$ cat src/rtl/ctx_pkg.sv
`timescale 1ns/1ps
package ctx_pkg;
    typedef enum logic [1:0] {
        ST_IDLE  = 2'd0,
        ST_START = 2'd1,
        ST_DATA  = 2'd2
    } ctx_state_e;
endpackage

$ cat src/rtl/ctx_bit_timer.sv
`timescale 1ns/1ps
module ctx_bit_timer #(
    parameter int CLKS_PER_BIT = 1
) (
    input  logic clk,
    input  logic rst_n,
    input  logic restart_i,
    input  logic run_i,
    output logic tick_o
);
    localparam int CW = (CLKS_PER_BIT > 1) ? $clog2(CLKS_PER_BIT) : 1;
    localparam logic [CW-1:0] LAST = CW'(CLKS_PER_BIT - 1);

    logic [CW-1:0] cnt_q;

    always_ff @(posedge clk or negedge rst_n) begin
        if (!rst_n) begin
            cnt_q <= '0;
        end else if (restart_i) begin
            cnt_q <= '0;
        end else if (run_i) begin
            if (cnt_q == LAST) cnt_q <= '0;
            else               cnt_q <= cnt_q + 1'b1;
        end
    end

    assign tick_o = run_i && (cnt_q == LAST);

    // the counter never passes the bit-time limit
    a_r5_count_bound: assert property (@(posedge clk) disable iff (!rst_n)
        cnt_q <= LAST);
endmodule

$ cat src/rtl/ctx_shifter.sv
`timescale 1ns/1ps
module ctx_shifter #(
    parameter int W = 8
) (
    input  logic         clk,
    input  logic         rst_n,
    input  logic         load_i,
    input  logic [W-1:0] din_i,
    input  logic         shift_i,
    output logic         lsb_o
);
    logic [W-1:0] sreg_q;

    always_ff @(posedge clk or negedge rst_n) begin
        if (!rst_n)       sreg_q <= '0;
        else if (load_i)  sreg_q <= din_i;
        else if (shift_i) sreg_q <= {1'b0, sreg_q[W-1:1]};
    end

    assign lsb_o = sreg_q[0];
endmodule

$ cat src/rtl/ctx_steer.sv
`timescale 1ns/1ps
module ctx_steer #(
    parameter int N = 4
) (
    input  logic         serial_i,
    input  logic [N-1:0] mask_i,
    output logic [N-1:0] disp_o
);
    for (genvar i = 0; i < N; i++) begin : g_chan
        assign disp_o[i] = serial_i & mask_i[i];
    end
endmodule

$ cat src/rtl/color_serial_tx.sv
`timescale 1ns/1ps
module color_serial_tx
    import ctx_pkg::*;
#(
    parameter int CODE_W       = 8,
    parameter int NUM_DISP     = 4,
    parameter int CLKS_PER_BIT = 1
) (
    input  logic                         clk,
    input  logic                         rst_n,
    input  logic                         load_i,
    input  logic [CODE_W+NUM_DISP-1:0]   data_i,
    output logic                         busy_o,
    output logic [NUM_DISP-1:0]          disp_o
);
    localparam int DIN_W = CODE_W + NUM_DISP;
    localparam int IDX_W = (CODE_W > 1) ? $clog2(CODE_W) : 1;
    localparam logic [IDX_W-1:0] LAST_IDX = IDX_W'(CODE_W - 1);

    ctx_state_e          state_q, state_d;
    logic [IDX_W-1:0]    bit_idx_q;
    logic [NUM_DISP-1:0] mask_q;
    logic                accept, tick, shift, lsb, serial;

    assign accept = load_i && (state_q == ST_IDLE);
    assign shift  = (state_q == ST_DATA) && tick;

    ctx_bit_timer #(.CLKS_PER_BIT(CLKS_PER_BIT)) u_timer (
        .clk      (clk),
        .rst_n    (rst_n),
        .restart_i(accept),
        .run_i    (state_q != ST_IDLE),
        .tick_o   (tick)
    );

    ctx_shifter #(.W(CODE_W)) u_shift (
        .clk    (clk),
        .rst_n  (rst_n),
        .load_i (accept),
        .din_i  (data_i[CODE_W-1:0]),
        .shift_i(shift),
        .lsb_o  (lsb)
    );

    ctx_steer #(.N(NUM_DISP)) u_steer (
        .serial_i(serial),
        .mask_i  (mask_q),
        .disp_o  (disp_o)
    );

    // next state
    always_comb begin
        state_d = state_q;
        unique case (state_q)
            ST_IDLE:  if (accept) state_d = ST_START;
            ST_START: if (tick)   state_d = ST_DATA;
            ST_DATA:  if (tick && bit_idx_q == LAST_IDX) state_d = ST_IDLE;
            default:  state_d = ST_IDLE;
        endcase
    end

    // state register and captured context
    always_ff @(posedge clk or negedge rst_n) begin
        if (!rst_n) begin
            state_q   <= ST_IDLE;
            bit_idx_q <= '0;
            mask_q    <= '0;
        end else begin
            state_q <= state_d;
            if (accept) begin
                bit_idx_q <= '0;
                mask_q    <= data_i[DIN_W-1:CODE_W];
            end else if (shift) begin
                bit_idx_q <= bit_idx_q + 1'b1;
            end
        end
    end

    // outputs
    always_comb begin
        busy_o = 1'b1;
        serial = 1'b0;
        unique case (state_q)
            ST_IDLE:  busy_o = 1'b0;
            ST_START: serial = 1'b1;
            ST_DATA:  serial = lsb;
            default:  busy_o = 1'b0;
        endcase
    end

    // accepted strobe starts a frame with the mask from the upper data bits
    a_r2_capture: assert property (@(posedge clk) disable iff (!rst_n)
        accept |=> busy_o && (mask_q == $past(data_i[DIN_W-1:CODE_W])));
    // the start bit reaches every selected channel
    a_r3_start_visible: assert property (@(posedge clk) disable iff (!rst_n)
        (state_q == ST_START) |-> (disp_o == mask_q));
    // busy holds until the last data bit ends
    a_r5_busy_hold: assert property (@(posedge clk) disable iff (!rst_n)
        (state_q == ST_DATA && !(tick && bit_idx_q == LAST_IDX)) |=> busy_o);
    // unselected channels stay low
    a_r6_unselected_low: assert property (@(posedge clk) disable iff (!rst_n)
        (disp_o & ~mask_q) == '0);
    // a strobe during a frame leaves the mask alone
    a_r7_ignore_busy: assert property (@(posedge clk) disable iff (!rst_n)
        (load_i && busy_o) |=> (mask_q == $past(mask_q)));
    // idle outputs are low
    a_r8_idle_quiet: assert property (@(posedge clk) disable iff (!rst_n)
        !busy_o |-> (disp_o == '0));
endmodule

$ cat config.mk
export PLATFORM = sky130hd
export DESIGN_NAME = color_serial_tx
export DESIGN_NICKNAME = d
export VERILOG_FILES = /design/src/rtl/ctx_pkg.sv /design/src/rtl/ctx_bit_timer.sv /design/src/rtl/ctx_shifter.sv /design/src/rtl/ctx_steer.sv /design/src/rtl/color_serial_tx.sv
export SDC_FILE = /design/constraint.sdc
export NUM_CORES = 1
export LEC_CHECK = 0
export BUFFER_PORTS_ARGS = -buffer_cell sky130_fd_sc_hd__buf_2
export CORE_ASPECT_RATIO = 1.4
export CORE_MARGIN = 1.5
export CORE_UTILIZATION = 53
export CTS_CLUSTER_SIZE = 20
export DETAILED_ROUTE_END_ITERATION = 10
export PLACE_DENSITY = 0.77
export SLEW_MARGIN = 30
export SYNTH_ARGS = -nofsm -noshare
export SYNTH_HDL_FRONTEND = slang
export SYNTH_SLANG_ARGS = --single-unit
$ cat constraint.sdc
create_clock -name clk -period 1.85 [get_ports clk]
set_input_delay 0 -clock clk [delete_from_list [all_inputs] [get_ports clk]]
set_output_delay 0 -clock clk [all_outputs]
set_load 0.03 [all_outputs]
==> results.md <==
- # clock sinks: 17
- Req. time, crit path: between 1500 and 2000 ps
- DRC violations left: 0
- Worst Max-Slew Pin Slew: 382 ps
- Crit path cell chain: inv_1, ha_1, nor2b_2, and2_1, buf_2
- Worst-path fanout max: 4
- CTS root buffer: clkbuf_4
- Post-Syn Nets: around 110
- Die W: around 40 µm
- Initial Utilization: 0.561
- Via count: between 600 and 700
- Site Rows: 18
- Placer congestion estimate: approximately 0.75
- Grt ovf: 0
- Skew final: 5.52 ps
- DR pass1 iterations: 4
- Hold Fails Final Rpt: 1
- Vias per inst: 5.14
- Post-place setup slack: between 200 and 250 ps
- Area grow syn2layout: 24.4%
- CP Launch Type: register
- DIE AREA: ~2200 µm²
- Mean Syn Cell Area: around 12 µm²
- Critical path arrival: ~1700 ps
- Clock slew at reported path FFs: ~110 ps
- # H-tree levels: 1
- Top Ports: 20
- P_leak: slightly below 0.0006 µW
- Min Tclk post-route: between 1500 and 2000 ps
- Final WL: 1.89 mm
- Final setup violation count: 0
- Worst setup EP type: primary output
- Tot GR Track Use: 0.219
- DP HPWL: roughly 1.3 mm
- Status: finished, violations left
- PnR worst setup slack: approximately 170 ps
- Iter 0 DRT Violations: 11
- Register area share after synthesis: 0.426
- Antenna violations before repair: 0
- Violated checks: hold timing
- Ant diodes: 0
- Share of cells above drive strength 1: 0.397
- Max incr delay on CP: approximately 420 ps
- First-pass GRT wire length: just over 3 mm
- NumNets Final: between 100 and 150
- Input/output buffers: 19
- Clock buffer depth: 2
- Setup TNS: 0 ps
- R2R Setup Slk: around 200 ps
- Area of the multi-input gates: 531 µm²
- Critical Path Slowest Stage Cell: dfrtp_1
- Netlist Area Pre-Place: 998 µm²
- Synth warn: 0
- Vias in the first global route: approximately 690
- Max-Cap Viols: 0
- Highest clock rate: 0.595 GHz
- Hold slack: -10.7 ps
- Period utilisation layout: 0.908
- Die height: 54.4 µm
- Post-Syn Instances: 84
- Reg area: 425 µm²
- Largest net degree at the start of global routing: 18
- Pwr/cell area: 1600 nW/µm²
- Seq cells post-synth: 17
- Core footprint: between 1500 and 2000 µm²
- CTS tree: done
- Distinct cell type count after synthesis: 24
- Clk_lat worst skew: slightly above 300 ps
- Crit Path Category: reg2out
- Num CTS Buffers: 3
- Worst Hold Class: in2reg
- Slew margin rel.: 0.745
- RSZ-0062 raised after global routing: no
- Antenna-violating nets left: 0
- Fillers: roughly 150
- Max VDD drop: approximately 0.00095 V
- Wire per inst: between 10 and 15 µm
- Slew Limit Fails: 0
final timing paths:
| kind | from | to | depth (start not counted) |
|---|---|---|---|
| min | data_i[3] | u_shift.sreg_q[3]$_DFFE_PN0P_ | 3 |
| max | state_q[1]$_DFFE_PN0P_ | disp_o[3] | 5 |
| min in group asynchronous | rst_n | u_shift.sreg_q[0]$_DFFE_PN0P_ | 2 |
| max reg2reg | state_q[1]$_DFFE_PN0P_ | state_q[1]$_DFFE_PN0P_ | 5 |
| min reg2reg | mask_q[1]$_DFFE_PN0P_ | mask_q[1]$_DFFE_PN0P_ | 1 |
| max in group asynchronous | rst_n | u_shift.sreg_q[2]$_DFFE_PN0P_ | 2 |
placed cells by master, fill, tap and decap left out, types with 3 or more instances in the layout:
| cell type | count |
|---|---|
| clkbuf_4 | 3 |
| ha_1 | 6 |
| a21oi_1 | 8 |
| mux2_2 | 4 |
| dlygate4sd3_1 | 9 |
| a211oi_2 | 3 |
| o22ai_1 | 3 |
| nand2b_4 | 3 |
| buf_4 | 4 |
| nor2b_1 | 5 |
| buf_2 | 19 |
| dfrtp_1 | 17 |
| and2_1 | 4 |
| mux2i_1 | 6 |
| inv_1 | 4 |
| nand2_1 | 3 |
final cells by class:
type                       count  share of cell area
clock inverter                 1             0.00403
inverter                       5              0.0151
multi-input combinational     58               0.427
tap                           20              0.0201
timing repair buffer          32               0.173
clock buffer                   3              0.0181
sequential                    17               0.342
power by group:
| part | internal (µW) | switching, µW | leakage [µW] |
|---|---|---|---|
| combinational | 547 | 563 | 0.000372 |
| clock | 81.0 | 132 | 0.0000177 |
| sequential | 544 | 122 | 0.000203 |
routing by layer:
metal  track usage  share of wire  vias up  routed length (µm)
li1              -              -      355                   -
met1         0.227           0.40      321                 751
met2         0.391           0.55       18                1030
met3        0.0244          0.026        5                  49
met4         0.155          0.030        0                  57
met5             0              0        -                   0
stage by stage:
| step | std cells | util | hold slack, ps | power, µW | instance area, µm² |
|---|---|---|---|---|---|
| 2_1_floorplan | 84 | - | -296 | 1530 | 998 |
| 3_3_place_gp | 123 | 0.624 | -58.6 | 1710 | 1110 |
| 3_5_place_dp | 123 | 0.624 | -53.6 | 1750 | 1110 |
| 4_1_cts | 136 | 0.697 | 2.16 | 1990 | 1240 |
| 5_1_grt | 136 | 0.698 | 26.7 | 2150 | 1240 |
| 6_report | 136 | 0.698 | -10.7 | 1990 | 1240 |
worst max-delay path: cells and delay by family, from the launching register on:
kind                     cells  cell delay [ps]
AND/OR/NAND/NOR              2              330
adder cells (fa/ha/maj)      1              310
flip-flops                   1              420
buffers and inverters        2              300
logic make-up after synthesis:
group,synth area share
buf+inv,0.0576
compound gates,0.158
simple gates,0.130
xor+xnor,0.00877
mux,0.132
fa+ha+maj,0.0877
flops,0.426
state kept, by name, summed over array words and instances (netlist names):
| name | cells |
|---|---|
| state_q | 2 |
| bit_idx_q | 3 |
| mask_q | 4 |
| u_shift.sreg_q | 8 |
synthesized netlist by cell type:
cell / instances / area, µm²
nor2b_1: 6 / 37.5
xnor2_1: 1 / 8.76
o21ai_1: 1 / 5.00
a21oi_1: 8 / 40.0
a211oi_2: 3 / 37.5
mux2_1: 1 / 11.3
ha_1: 7 / 87.6
buf_2: 1 / 5.00
dfrtp_1: 17 / 425
nand2_1: 3 / 11.3
inv_1: 5 / 18.8
buf_6: 3 / 33.8
mux2i_1: 6 / 60.1
a22oi_4: 1 / 21.3
a32o_1: 1 / 10.0
o21ai_2: 2 / 17.5
nand2b_4: 3 / 41.3
a211oi_1: 1 / 7.51
o22ai_1: 3 / 18.8
mux2_4: 1 / 15.0
and2_1: 4 / 25.0
mux2_2: 4 / 45.0
and2_4: 1 / 8.76
nand2_2: 1 / 6.26
what timing repair did:
| item | CTS | global route |
|---|---|---|
| pin swaps | 0 | 0 |
| endpoints found under the hold margin | 25 | 0 |
| hold buffers | 9 | 0 |
| buffers inserted | 0 | 0 |
| setup endpoints to repair | 4 | 4 |
| gates resized for setup | 2 | 2 |
No activity file was read; power rests on OpenSTA's default activity.
